File: src/rtl/lfs_pkg.sv
package lfs_pkg;
  localparam int OPTS_W    = 32;
  localparam int FLAG_LSB  = 0;
  localparam int FLAG_W    = 5;
  localparam int LIMIT_LSB = 8;
  localparam int LIMIT_W   = 4;

  // log2 of the burst length in beats, decoded from the flag field
  function automatic int burst_log2(input logic [FLAG_W-1:0] flags,
                                    input int max_log2);
    int top;
    int lg;
    top = -1;
    for (int i = 0; i < FLAG_W; i++)
      if (flags[i]) top = i;
    if (top < 0)       lg = max_log2;
    else if (top == 0) lg = 0;
    else               lg = top - 1;
    if (lg > max_log2) lg = max_log2;
    return lg;
  endfunction
endpackage

File: src/rtl/lfs_burst_decode.sv
module lfs_burst_decode
  import lfs_pkg::*;
#(
  parameter int PORT_BYTES     = 8,
  parameter int MAX_BURST_LOG2 = 4,
  parameter int BYTES_W        = 8
) (
  input  logic [FLAG_W-1:0]  flags,
  output logic [BYTES_W-1:0] burst_bytes
);
  always_comb begin
    burst_bytes = BYTES_W'(PORT_BYTES) << burst_log2(flags, MAX_BURST_LOG2);
  end
endmodule

File: src/rtl/lfs_addr_walker.sv
module lfs_addr_walker #(
  parameter int ADDR_W  = 32,
  parameter int LEN_W   = 16,
  parameter int PITCH_W = 20,
  parameter int CNT_W   = 13,
  parameter int BYTES_W = 8
) (
  input  logic                      clk,
  input  logic                      rst_n,
  input  logic                      start,
  input  logic                      abort,
  input  logic [ADDR_W-1:0]         base,
  input  logic signed [PITCH_W-1:0] pitch,
  input  logic [CNT_W-1:0]          count,
  input  logic [LEN_W-1:0]          line_len,
  input  logic [BYTES_W-1:0]        burst_bytes,
  input  logic                      issue,
  output logic                      run,
  output logic [ADDR_W-1:0]         cur_addr,
  output logic [BYTES_W-1:0]        cur_bytes,
  output logic                      line_end
);
  function automatic logic [ADDR_W-1:0] widen_pitch(input logic signed [PITCH_W-1:0] p);
    return {{(ADDR_W-PITCH_W){p[PITCH_W-1]}}, p};
  endfunction

  function automatic logic [ADDR_W-1:0] stop_addr(input logic [ADDR_W-1:0] b,
                                                   input logic [CNT_W-1:0] n,
                                                   input logic signed [PITCH_W-1:0] p);
    logic [ADDR_W-1:0] prod;
    prod = ADDR_W'(n) * widen_pitch(p);
    return b + prod;
  endfunction

  logic [ADDR_W-1:0] line_q, end_q, step_q;
  logic [LEN_W-1:0]  len_q, chunk_q, offs_q;
  logic              run_q;

  logic [LEN_W-1:0]  remain, take;
  logic              last_chunk;
  logic [ADDR_W-1:0] next_line, start_end;

  always_comb begin
    remain     = len_q - offs_q;
    last_chunk = remain <= chunk_q;
    take       = last_chunk ? remain : chunk_q;
    next_line  = line_q + step_q;
    start_end  = stop_addr(base, count, pitch);
  end

  assign run       = run_q;
  assign cur_addr  = line_q + ADDR_W'(offs_q);
  assign cur_bytes = BYTES_W'(take);
  assign line_end  = issue && run_q && last_chunk;

  always_ff @(posedge clk) begin
    if (!rst_n) begin
      line_q  <= '0;
      end_q   <= '0;
      step_q  <= '0;
      len_q   <= '0;
      chunk_q <= '0;
      offs_q  <= '0;
      run_q   <= 1'b0;
    end else if (abort) begin
      line_q <= end_q;
      offs_q <= '0;
      run_q  <= 1'b0;
    end else if (start) begin
      line_q  <= base;
      end_q   <= start_end;
      step_q  <= widen_pitch(pitch);
      len_q   <= line_len;
      chunk_q <= LEN_W'(burst_bytes);
      offs_q  <= '0;
      run_q   <= base != start_end;
    end else if (issue && run_q) begin
      if (last_chunk) begin
        offs_q <= '0;
        line_q <= next_line;
        if (next_line == end_q) run_q <= 1'b0;
      end else begin
        offs_q <= offs_q + chunk_q;
      end
    end
  end
endmodule

File: src/rtl/lfs_credit.sv
module lfs_credit #(
  parameter int LIMIT_W = 4
) (
  input  logic               clk,
  input  logic               rst_n,
  input  logic               start,
  input  logic [LIMIT_W-1:0] limit,
  input  logic               issue,
  input  logic               retire,
  input  logic               run,
  output logic               can_issue,
  output logic [LIMIT_W-1:0] inflight,
  output logic [LIMIT_W-1:0] limit_q,
  output logic               done
);
  logic [LIMIT_W-1:0] cnt_q;
  logic               done_q;
  logic               last_back;

  assign last_back = retire && (cnt_q == LIMIT_W'(1)) && !issue && !run;
  assign can_issue = cnt_q < limit_q;
  assign inflight  = cnt_q;
  assign done      = done_q;

  always_ff @(posedge clk) begin
    if (!rst_n) begin
      cnt_q   <= '0;
      limit_q <= '0;
      done_q  <= 1'b0;
    end else begin
      if (start) limit_q <= limit;
      case ({issue, retire})
        2'b10:   cnt_q <= cnt_q + LIMIT_W'(1);
        2'b01:   cnt_q <= cnt_q - LIMIT_W'(1);
        default: cnt_q <= cnt_q;
      endcase
      done_q <= last_back;
    end
  end
endmodule

File: src/rtl/line_fetch_seq.sv
module line_fetch_seq
  import lfs_pkg::*;
#(
  parameter int ADDR_W         = 32,
  parameter int LEN_W          = 16,
  parameter int PITCH_W        = 20,
  parameter int CNT_W          = 12,
  parameter int PORT_BYTES     = 8,
  parameter int MAX_BURST_LOG2 = 4,
  parameter bit COUNT_PLUS_ONE = 1'b0,
  localparam int BYTES_W       = $clog2(PORT_BYTES << MAX_BURST_LOG2) + 1,
  localparam int ECNT_W        = CNT_W + 1
) (
  input  logic                      clk,
  input  logic                      rst_n,
  input  logic                      frame_start,
  input  logic                      abort,
  input  logic [ADDR_W-1:0]         base_addr,
  input  logic [LEN_W-1:0]          line_len,
  input  logic signed [PITCH_W-1:0] line_pitch,
  input  logic [CNT_W-1:0]          line_count,
  input  logic [OPTS_W-1:0]         bus_opts,
  output logic                      req_valid,
  input  logic                      req_ready,
  output logic [ADDR_W-1:0]         req_addr,
  output logic [BYTES_W-1:0]        req_bytes,
  input  logic                      rsp_valid,
  output logic                      busy,
  output logic [LIMIT_W-1:0]        inflight,
  output logic                      fetch_done,
  output logic                      fifo_flush
);
  logic [FLAG_W-1:0]  flags;
  logic [LIMIT_W-1:0] limit_in, lim_q;
  logic [BYTES_W-1:0] burst_bytes;
  logic [ECNT_W-1:0]  count_eff;
  logic               run, can_issue, start_ok, req_fire, line_end;
  logic               flush_q;
  logic               opts_unused;

  assign flags       = bus_opts[FLAG_LSB +: FLAG_W];
  assign limit_in    = bus_opts[LIMIT_LSB +: LIMIT_W];
  assign opts_unused = ^bus_opts;

  generate
    if (COUNT_PLUS_ONE) begin : g_cnt_inc
      assign count_eff = ECNT_W'(line_count) + ECNT_W'(1);
    end else begin : g_cnt_raw
      assign count_eff = ECNT_W'(line_count);
    end
  endgenerate

  assign start_ok   = frame_start && !run && !abort &&
                      (limit_in != '0) && (line_len != '0);
  assign req_valid  = run && can_issue;
  assign req_fire   = req_valid && req_ready;
  assign busy       = run;
  assign fifo_flush = flush_q;

  lfs_burst_decode #(
    .PORT_BYTES(PORT_BYTES), .MAX_BURST_LOG2(MAX_BURST_LOG2), .BYTES_W(BYTES_W)
  ) u_decode (
    .flags(flags), .burst_bytes(burst_bytes)
  );

  lfs_addr_walker #(
    .ADDR_W(ADDR_W), .LEN_W(LEN_W), .PITCH_W(PITCH_W),
    .CNT_W(ECNT_W), .BYTES_W(BYTES_W)
  ) u_walker (
    .clk(clk), .rst_n(rst_n), .start(start_ok), .abort(abort),
    .base(base_addr), .pitch(line_pitch), .count(count_eff),
    .line_len(line_len), .burst_bytes(burst_bytes), .issue(req_fire),
    .run(run), .cur_addr(req_addr), .cur_bytes(req_bytes), .line_end(line_end)
  );

  lfs_credit #(.LIMIT_W(LIMIT_W)) u_credit (
    .clk(clk), .rst_n(rst_n), .start(start_ok), .limit(limit_in),
    .issue(req_fire), .retire(rsp_valid), .run(run),
    .can_issue(can_issue), .inflight(inflight), .limit_q(lim_q),
    .done(fetch_done)
  );

  always_ff @(posedge clk) begin
    if (!rst_n) flush_q <= 1'b0;
    else        flush_q <= abort;
  end
endmodule

File: config.mk
export PLATFORM = sky130hd
export DESIGN_NAME = line_fetch_seq
export DESIGN_NICKNAME = d
export VERILOG_FILES = /design/src/rtl/lfs_pkg.sv /design/src/rtl/lfs_burst_decode.sv /design/src/rtl/lfs_addr_walker.sv /design/src/rtl/lfs_credit.sv /design/src/rtl/line_fetch_seq.sv
export SDC_FILE = /design/constraint.sdc
export NUM_CORES = 1
export LEC_CHECK = 0
export BUFFER_PORTS_ARGS = -buffer_cell sky130_fd_sc_hd__buf_2
export CORE_UTILIZATION = 55
export DETAILED_ROUTE_END_ITERATION = 8
export PLACE_DENSITY = 0.74
export RECOVER_POWER = 100
export SETUP_SLACK_MARGIN = 0.3
export SKIP_LAST_GASP = 1
export SYNTH_ARGS = -nofsm -noshare
export SYNTH_HDL_FRONTEND = slang
export SYNTH_SLANG_ARGS = --single-unit
File: constraint.sdc
create_clock -name clk -period 10.45 [get_ports clk]
set_input_delay 1.5675 -clock clk [delete_from_list [all_inputs] [get_ports clk]]
set_output_delay 1.5675 -clock clk [all_outputs]
set_load 0.01 [all_outputs]
==> flow_summary.ini <==
[status]
outcome = finished with violations
violations = capacitance limit, slew limit

[floorplanning]
dieArea_mm2 = 0.0377
die_y_um = 194
io-pin-count = 166
core_area_mm2 = 0.0364
rows = 70
start_util_pct = 55.7
die_w_um = 194

[synthesis]
syn_area_mm2 = 0.0203
synth_area_leader_cell = fa_1
synthDistinctLibCells = 79
synth-simple-area-share_pct = 20.2
synth_top_flop_cell = dfxtp_1
synth_fa_ha_area_share_pct = 33.5
synth_top_area_share_pct = 24.0
ys.warnings.count = 0
yosysSeqAreaShare_pct = 12.7
synthCells = 2558
syn_nets = 3074
synth_edf_count = 0
synth.area.top_cells = fa_1 (24%), dfxtp_1 (13%), ha_1 (9.5%)
ys_seq_elements = 129
synth-compound-area-share_pct = 15.3
syn_avg_cell_area_um2 = 7.94
synth_common_cells = inv_1 (357), nand2_1 (342), fa_1 (244)
yosysMostFrequentCell = inv_1
synth_mux_area_share_pct = 1.48
synthArstFlopShare_pct = 0
synth_top_family_by_area = adder cells
yosys.area_share.xor_xnor_pct = 7.47

[setup_path]
start_kind = input port
path_class = in -> reg
cpMaxStageDelayCell = clkbuf_1
arrival_ns = 8.91
crit_path_end_kind = flip-flop
max_stage_delay_ns = 0.65
crit_chain = clkbuf_1 > and2_0 > fa_1 > inv_1 > fa_1 > inv_1 > fa_1 > fa_1 > fa_1 > inv_1 > fa_1 > inv_1 > ha_1 > a21oi_1 > o21ai_0 > nor2_1 > o211ai_1 > a41oi_1 > a311o_1 > nor4_1 > and4_1 > nand4_1 > nand2_1 > o21ai_0
critical_path.max_fanout = 20
required_ns = 10.77
critical_path.most_common_cell = fa_1

[routing]
firstDrtPassIters = 6
drt-total-wl_um = 59600
route.detailed.wl_per_inst_um = 19.4
via_count = 18394
drcViolationCount = 0
final_antenna_net_count = 0
drt_iter0_drc = 1560
vias_per_cell = 6.00

[clock_network]
cts_buffers = 17
clk_pin_slew_ns = 0.06
clock_latency_ns = 0.44
cts-resized-gates = 0
cts_post_setup_buffers_inserted = 0
cts_buffer_depth = 2
root_buffer = clkbuf_16
cts_num_sinks = 129
cts_hold_buf = 0
h-tree-depth = 4
cts_tree = yes

[grt]
grt_remaining_overflow = 0
globalRouteTotalUtil_pct = 32.1
grt_pass1_vias = 18134
grt_max_degree = 94
antenna_found_initial = 4
grt_pass1_wl_um = 96000

[timing]
drv_slew = 252
rsz0062_at_grt = false
max_freq_mhz = 116
fin_crit_ns = 8.59
fin_worst_skew_ns = 0.0164
tns_ns = 0
finalHoldViolations = 0
maxSlewHeadroom_pct = -190
worst_slew_pin_slew_ns = 4.35
setup_viol = 0
period_share_pct = 82.2

[place]
hpwl_um = 48300
port_buffers = 142
place_congestion = 1.02

[final_layout]
final_nets = 3099
layout-drive-gt1-share_pct = 5.89
nFillCells = 3381
area_growth_pct = 6.31

[worst_hold_path]
hold_class = reg -> reg

[flow_run]
maxCapViolCount = 4
critical path: cells and delay by family:
kind	cells	cell delay (ns)
buffers and inverters	5	0.91
AND/OR/NAND/NOR	6	1.38
AO/OA/AOI/OAI	6	1.77
adder cells (fa/ha/maj)	7	3.27
registers in the layout, indices dropped and copies added, names as in the netlist:
name	cells
u_credit.done	1
u_credit.limit_q	4
u_walker.offs_q	13
u_walker.end_q	32
u_walker.line_q	32
u_walker.len_q	16
fifo_flush	1
u_walker.run	1
u_walker.step_q	20
u_credit.inflight	4
u_walker.chunk_q	5
final cells by class:
class | instances | area, um2 | area share, %
Antenna cell | 2 | 5.00 | 0.0232
Clock buffer | 17 | 425 | 1.97
Clock inverter | 15 | 135 | 0.626
Inverter | 357 | 1340 | 6.21
Multi-Input combinational cell | 1931 | 15800 | 73.4
Sequential cell | 129 | 2580 | 12.0
Tap cell | 468 | 586 | 2.71
Timing Repair Buffer | 147 | 676 | 3.13
per-layer routing:
layer / global-route usage, % / routed length [um] / vias to the layer above / part of all wire, %
li1: - / - / 8489 / -
met1: 40.6 / 24500 / 9022 / 41
met2: 56.6 / 29200 / 741 / 49
met3: 2.99 / 3820 / 140 / 6.4
met4: 12.1 / 2050 / 2 / 3.4
met5: 0 / 28 / - / 0.047
logic make-up (layout without fill, tap and decap cells):
group | count (synthesis) | count (layout)
buffers and inverters | 498 | 536
other | 2 | 4
muxes | 29 | 29
DFF | 129 | 129
xor gates and xnor gates | 159 | 159
AOI/OAI and AO/OA | 483 | 483
and+or+nand+nor | 860 | 860
adders and majority gates | 398 | 398
cells in the final DEF (no fill, tap or decap), types with 7 or more instances in the layout:
master and instances:
inv_1 356, nand2_1 343, fa_1 244, a21oi_1 174
nor2_1 167, ha_1 154, dfxtp_1 129, and2_1 119
xnor2_1 95, buf_2 93, o21ai_0 81, xor2_1 55
clkbuf_1 52, nand3_1 44, nor3_1 34, a211oi_1 30
nand4_1 24, mux2i_1 21, a221oi_1 20, a21o_1 19
nand2b_1 18, o211ai_1 17, and3_1 17, clkbuf_16 17
a22oi_1 16, a31oi_1 15, or3_1 13, nor2b_1 12
a2111oi_0 11, nor4_1 11, nand4b_1 11, a311oi_1 10
o21a_1 9, nand3b_1 9, xnor3_1 9, and2_0 8
mux2_2 8, o2111ai_1 8, o21bai_1 7, nor3b_1 7
worst paths after layout:
| path | from | endpoint | slack, ns | depth (start not counted) |
|---|---|---|---|---|
| max | line_count[1] | u_walker.run$_SDFFE_PP0P_ | 1.86 | 24 |
| min | u_walker.len_q[1]$_SDFFE_PN0P_ | u_walker.len_q[1]$_SDFFE_PN0P_ | 0.46 | 2 |
| max reg2reg | u_walker.offs_q[3]$_SDFFE_PP0P_ | u_walker.line_q[7]$_SDFFE_PN0P_ | 3.78 | 17 |
| min reg2reg | u_walker.len_q[1]$_SDFFE_PN0P_ | u_walker.len_q[1]$_SDFFE_PN0P_ | 0.46 | 2 |
through the flow:
stage                     hold WS (ns)  cell area, um2  cells  util (%)  setup slack [ns]
after floorplan                  0.436           20300   2558         -              2.88
after global placement           0.444           21100   3032      57.9              1.86
after detailed placement         0.453           21100   3032      57.9              1.81
after CTS                        0.464           21700   3064      59.5              2.26
after global routing             0.478           21600   3065      59.3              1.51
final                            0.463           21600   3066      59.3              1.86
Power is not shown: default switching activity piles up to over one toggle a cycle in this logic, so the estimate is an artifact.
